**config.mk**
```make
export PLATFORM = sky130hd
export DESIGN_NAME = frs_result_flags
export DESIGN_NICKNAME = d
export VERILOG_FILES = /design/src/rtl/frs_pkg.sv /design/src/rtl/frs_sign_resolve.sv /design/src/rtl/frs_capture.sv /design/src/rtl/frs_class_encode.sv /design/src/rtl/frs_status_reg.sv /design/src/rtl/frs_result_flags.sv
export SDC_FILE = /design/constraint.sdc
export NUM_CORES = 1
export LEC_CHECK = 0
export ABC_AREA = 1
export CORE_MARGIN = 4
export CORE_UTILIZATION = 42
export DETAILED_ROUTE_END_ITERATION = 16
export GPL_TIMING_DRIVEN = 0
export PLACE_DENSITY = 0.85
export SLEW_MARGIN = 15
export SYNTH_ARGS = -nofsm -noshare
export SYNTH_HDL_FRONTEND = slang
export SYNTH_SLANG_ARGS = --single-unit
```
**constraint.sdc**
```tcl
create_clock -name clk -period 2.7 [get_ports clk]
set_clock_uncertainty 0.15 [all_clocks]
set_input_delay 0.27 -clock clk [delete_from_list [all_inputs] [get_ports clk]]
set_output_delay 0.27 -clock clk [all_outputs]
set_load 0.1 [all_outputs]
```
**src/rtl/frs_pkg.sv**
```systemverilog
package frs_pkg;
    localparam int DW          = 64;
    localparam int EXP_W       = 11;
    localparam int FRAC_W      = 52;
    localparam int STAT_W      = 32;
    localparam int CODE_W      = 5;
    localparam int CODE_LSB    = 12;
    localparam int CODE_MSB    = CODE_LSB + CODE_W - 1;
    localparam logic [EXP_W-1:0] EXP_MAX      = '1;
    localparam logic [EXP_W-1:0] SP_NORM_FLOOR = 11'h380;

    typedef enum logic [1:0] {
        FRS_ZERO   = 2'b00,
        FRS_FINITE = 2'b01,
        FRS_INF    = 2'b10,
        FRS_NAN    = 2'b11
    } frs_class_e;

    localparam logic [CODE_W-1:0] CODE_QNAN  = 5'h11;
    localparam logic [CODE_W-1:0] CODE_NINF  = 5'h09;
    localparam logic [CODE_W-1:0] CODE_PINF  = 5'h05;
    localparam logic [CODE_W-1:0] CODE_NNORM = 5'h08;
    localparam logic [CODE_W-1:0] CODE_PNORM = 5'h04;
    localparam logic [CODE_W-1:0] CODE_NDEN  = 5'h18;
    localparam logic [CODE_W-1:0] CODE_PDEN  = 5'h14;
    localparam logic [CODE_W-1:0] CODE_NZERO = 5'h12;
    localparam logic [CODE_W-1:0] CODE_PZERO = 5'h02;

    typedef struct packed {
        logic              sign;
        logic              single;
        logic              upd;
        logic [DW-2:0]     body;
    } frs_capture_t;

    function automatic logic [CODE_W-1:0] pick(input logic neg,
                                               input logic [CODE_W-1:0] n_code,
                                               input logic [CODE_W-1:0] p_code);
        return neg ? n_code : p_code;
    endfunction
endpackage

```
**src/rtl/frs_sign_resolve.sv**
```systemverilog
module frs_sign_resolve
    import frs_pkg::*;
(
    input  logic       raw_sign,
    input  frs_class_e cls,
    input  logic       is_sub,
    input  logic       negate,
    input  logic       qnan_gen,
    input  logic [1:0] rmode,
    output logic       sign
);
    logic zero_cancel;
    logic s_pre;

    assign zero_cancel = is_sub && (cls == FRS_ZERO);

    always_comb begin
        s_pre = zero_cancel ? (rmode[1] & rmode[0]) : raw_sign;
        if (qnan_gen)
            sign = 1'b0;
        else if (negate && (cls != FRS_NAN))
            sign = ~s_pre;
        else
            sign = s_pre;
    end
endmodule

```
**src/rtl/frs_capture.sv**
```systemverilog
module frs_capture
    import frs_pkg::*;
(
    input  logic          clk,
    input  logic          rst,
    input  logic          done,
    input  logic          sign,
    input  logic          single,
    input  logic          upd_en,
    input  logic [DW-1:0] result,
    output frs_capture_t  cap
);
    always_ff @(posedge clk) begin
        if (rst) begin
            cap <= '0;
        end else begin
            cap.upd <= done & upd_en;
            if (done) begin
                cap.sign   <= sign;
                cap.single <= single;
                cap.body   <= result[DW-2:0];
            end
        end
    end
endmodule

```
**src/rtl/frs_class_encode.sv**
```systemverilog
module frs_class_encode
    import frs_pkg::*;
(
    input  logic              sign,
    input  logic              single,
    input  logic [DW-2:0]     body,
    output logic [CODE_W-1:0] code
);
    logic [EXP_W-1:0]  expo;
    logic [FRAC_W-1:0] frac;
    logic [EXP_W-1:0]  norm_floor;
    logic              frac_nz;
    logic              exp_nz;

    assign expo       = body[DW-2 -: EXP_W];
    assign frac       = body[FRAC_W-1:0];
    assign frac_nz    = |frac;
    assign exp_nz     = |expo;
    assign norm_floor = single ? SP_NORM_FLOOR : '0;

    always_comb begin
        if (expo == EXP_MAX)
            code = frac_nz ? CODE_QNAN : pick(sign, CODE_NINF, CODE_PINF);
        else if (expo > norm_floor)
            code = pick(sign, CODE_NNORM, CODE_PNORM);
        else if (exp_nz || frac_nz)
            code = pick(sign, CODE_NDEN, CODE_PDEN);
        else
            code = pick(sign, CODE_NZERO, CODE_PZERO);
    end
endmodule

```
**src/rtl/frs_status_reg.sv**
```systemverilog
module frs_status_reg
    import frs_pkg::*;
(
    input  logic              clk,
    input  logic              rst,
    input  logic              wr,
    input  logic [STAT_W-1:0] wdata,
    input  logic              upd,
    input  logic [CODE_W-1:0] code,
    output logic [STAT_W-1:0] status
);
    always_ff @(posedge clk) begin
        if (rst)
            status <= '0;
        else if (wr)
            status <= wdata;
        else if (upd)
            status[CODE_MSB:CODE_LSB] <= code;
    end
endmodule

```
**src/rtl/frs_result_flags.sv**
```systemverilog
module frs_result_flags
    import frs_pkg::*;
(
    input  logic              clk,
    input  logic              rst,
    input  logic              done_i,
    input  logic              raw_sign_i,
    input  logic [1:0]        cls_i,
    input  logic [DW-1:0]     result_i,
    input  logic              single_i,
    input  logic              is_sub_i,
    input  logic              negate_i,
    input  logic              qnan_gen_i,
    input  logic [1:0]        rmode_i,
    input  logic              upd_en_i,
    input  logic              stat_wr_i,
    input  logic [STAT_W-1:0] stat_wdata_i,
    output logic [DW-1:0]     result_o,
    output logic [STAT_W-1:0] status_o
);
    frs_class_e        cls;
    logic              sign_d;
    frs_capture_t      cap;
    logic              upd_q;
    logic [CODE_W-1:0] code;

    assign cls = frs_class_e'(cls_i);

    frs_sign_resolve u_sign (
        .raw_sign (raw_sign_i),
        .cls      (cls),
        .is_sub   (is_sub_i),
        .negate   (negate_i),
        .qnan_gen (qnan_gen_i),
        .rmode    (rmode_i),
        .sign     (sign_d)
    );

    frs_capture u_cap (
        .clk    (clk),
        .rst    (rst),
        .done   (done_i),
        .sign   (sign_d),
        .single (single_i),
        .upd_en (upd_en_i),
        .result (result_i),
        .cap    (cap)
    );

    assign upd_q    = cap.upd;
    assign result_o = {cap.sign, cap.body};

    frs_class_encode u_enc (
        .sign   (cap.sign),
        .single (cap.single),
        .body   (cap.body),
        .code   (code)
    );

    frs_status_reg u_stat (
        .clk    (clk),
        .rst    (rst),
        .wr     (stat_wr_i),
        .wdata  (stat_wdata_i),
        .upd    (upd_q),
        .code   (code),
        .status (status_o)
    );
endmodule

```
==> metrics.md <==
| Metric | Value |
|---|---|
| Post-synth top flop | dfxtp_1 |
| CP required | between 2000 and 2500 ps |
| Synth warn | 0 |
| Pre-CTS setup slack | around 660 ps |
| Fillcell total | 712 |
| Cells after Synth | around 520 |
| Die Y | just over 100 um |
| Routed WL | between 10 and 15 mm |
| Commonest non-fill, non-tap cell in the layout | clkdlybuf4s50_1 |
| Hold Vio Cnt, Final | 0 |
| EDFF count, synth | 0 |
| Slack of the worst reg-to-reg path | just over 900 ps |
| Ant diodes | 0 |
| Vias | approximately 4.2k |
| CP Class | reg -> out |
| Post-Syn Area per Cell | about 7.4 um2 |
| Net switching power | ~1.4 mW |
| Hold Crit Endpoint | u_cap.cap[46] |
| Buffers on Ports | 201 |
| Combined area of the multi-input logic cells | approximately 1700 um2 |
| Grt ovf | 0 |
| Die width | between 100 and 150 um |
| CTS tree | done |
| Initial Util | 43.5% |
| CTS resizes | 0 |
| Cell area after placement | approximately 6000 um2 |
| Sw Ratio | 36.9% |
| Vias/cell | 4.96 |
| Hold path start | done_i |
| Area contributors post-synth | dfxtp_1 (51%), nand2_1 (18%), a21oi_1 (11%) |
| Reg2reg start | u_cap.cap[59] |
| Post-synth top area share | about 51% |
| Syn Nets | roughly 630 |
| H-Tree Depth | 3 |
| Number of nets with antenna violations after routing | 0 |
| Die area | about 11,000 um2 |
| Dpl hpwl | a little under 10 mm |
| Crit path launch type | flip-flop |
| # DRC | 0 |
| Setup-failing EPs final | 0 |
| Power Density | 605 nW/um2 |
| Max Cap Viol | 0 |
| Clock-pin slew on the worst setup and hold paths | ~100 ps |
| Cell variety after synth | 26 |
| VDD IR-drop max | approximately 0.00045 V |
| FF/Latch Area | 1960 um2 |
| Yosys top cell by area | dfxtp_1 |
| Max Root-Sink Buffers | 2 |
| Worst-Skew Late Latency | 360 ps |
| Period utilization | 90.3% |
| Vias in the first global route | roughly 4.0k |
| Worst-margin pin slew | 1030 ps |
| Leak | around 2.4 nW |
| Synth Register Bits | between 90 and 100 |
| Io pins | about 200 |
| Total Routing Usage GR | ~22% |
| Final worst slack | 263 ps |
| Commonest cells after routing, fill and taps aside | clkdlybuf4s50_1 (201), nand2_1 (183), dfxtp_1 (98) |
| CP Data Arrival Time | between 2000 and 2500 ps |
| Antenna violations before repair | 0 |
| Post-layout net count | about 840 |
| Reg2reg path depth | 8 |
| Crit path from | u_cap.cap[65] |
| RD Place Congestion | between 0.7 and 0.8 |
| Power Total | between 3 and 4 mW |
| Slew Viols, Final | 0 |
| Post-CTS Hold Buffers | 0 |
| Clock power frac | a little over a quarter |
| Gate power share | 31.5% |
| CTS Root Cell | clkbuf_8 |
| Seq/Total Area, Yosys | between 50% and 60% |
| Capture point of the worst reg-to-reg path | u_stat.status[14] |
| Cell Int Power | approximately 2.4 mW |
| Fin area | 6180 um2 |
| First-pass GRT wire length | ~19 mm |
| DR pass1 iterations | 5 |
| Floorplan core area | slightly below 9000 um2 |
| Hold path depth | 3 |
| Hold Path Class | in -> reg |
| DRT iter0 DRCs | roughly 110 |
| Num CTS Buffers | 9 |
| Setup TNS | 0 ps |
| Post-synthesis async set-or-reset flop share | 0% |
| Num rows | 34 |
| Top achievable clock speed | ~0.4 GHz |
| Clock tree sinks | 98 |
| CP max FO | 4 |
| Largest net degree at the start of global routing | 16 |
| Critical Path End Type | output pin |
| Setup Buffers After CTS | 0 |
| Post-Syn Area | ~3800 um2 |
| Sequential power share | a little over two fifths |
| Area added between synthesis and finish | 61.4% |
| Crit path time final | 2440 ps |
| Share of cells above drive strength 1 | approximately 4.8% |
| Status | finished, final reports clean |
| RSZ-0062 raised after global routing | false |
| DR WL/cell | about 15 um |
| Worst slew margin | 31.2% |
cell families after synthesis:
family	Yosys count	share of synthesized area [%]
adders and majority gates	3	0.981
xor gates and xnor gates	1	0.229
DFF	98	51.3
and+or+nand+nor	256	26.3
buffers and inverters	50	5.56
AOI/OAI and AO/OA	108	15.7
state kept, by name, summed over array words and instances, names as in the netlist:
name	flops
u_cap.cap	66
u_stat.status	32
per-layer routing:
layer	wire [um]	up-vias	GRT usage, %
met5	0	-	0
met3	873	21	4.36
li1	-	2089	-
met1	5000	1913	27.0
met4	267	0	8.86
met2	6340	146	38.6
power groups by stage:
| stage | Clock (mW) | Sequential [mW] | Combinational (mW) |
|---|---|---|---|
| final | 0.972 | 1.59 | 1.18 |
| after detailed placement | 0 | 1.62 | 1.18 |
| after global placement | 0 | 1.62 | 1.17 |
| after global routing | 1.04 | 1.60 | 1.23 |
| after floorplan | 0 | 2.19 | 0.225 |
| after CTS | 0.988 | 1.59 | 1.18 |
worst max path at each step:
stage          cells past startpoint           endpoint  slack (ps)
2_1_floorplan                      8  u_stat.status[14]         310
3_3_place_gp                       2       result_o[63]         650
3_5_place_dp                       2       result_o[63]         660
4_1_cts                            2       result_o[63]         250
5_1_grt                            2       result_o[63]         240
6_report                           2       result_o[63]         260
cell type report:
cell class	count	share of cell area [%]
timing repair buffer	201	32.6
tap	108	2.19
buffer	32	2.35
inverter	18	1.09
clock buffer	11	2.45
multi-input combinational	368	26.8
clock inverter	4	0.830
sequential	98	31.8
cells in the mapped netlist, drive strengths merged (4+ instances only):
| master | instances |
|---|---|
| nand3 | 10 |
| clkbuf | 19 |
| a211oi | 12 |
| a22oi | 4 |
| dfxtp | 98 |
| buf | 13 |
| nor2 | 53 |
| nand4 | 5 |
| inv | 18 |
| a21oi | 89 |
| nand2 | 184 |
metrics by stage:
step                      cells  util, %  hold slack [ps]
after global routing        840     70.1              138
after detailed placement    825     67.8              306
after global placement      825     67.8              298
final                       840     70.1              117
after floorplan             516        -              243
after CTS                   840     70.1              104
worst max-delay path, stage by stage (launching register included):
cell and delay (ps):
dfxtp_1 390, buf_4 130, clkdlybuf4s50_1 1140
Power figures use the tool's default switching activity.
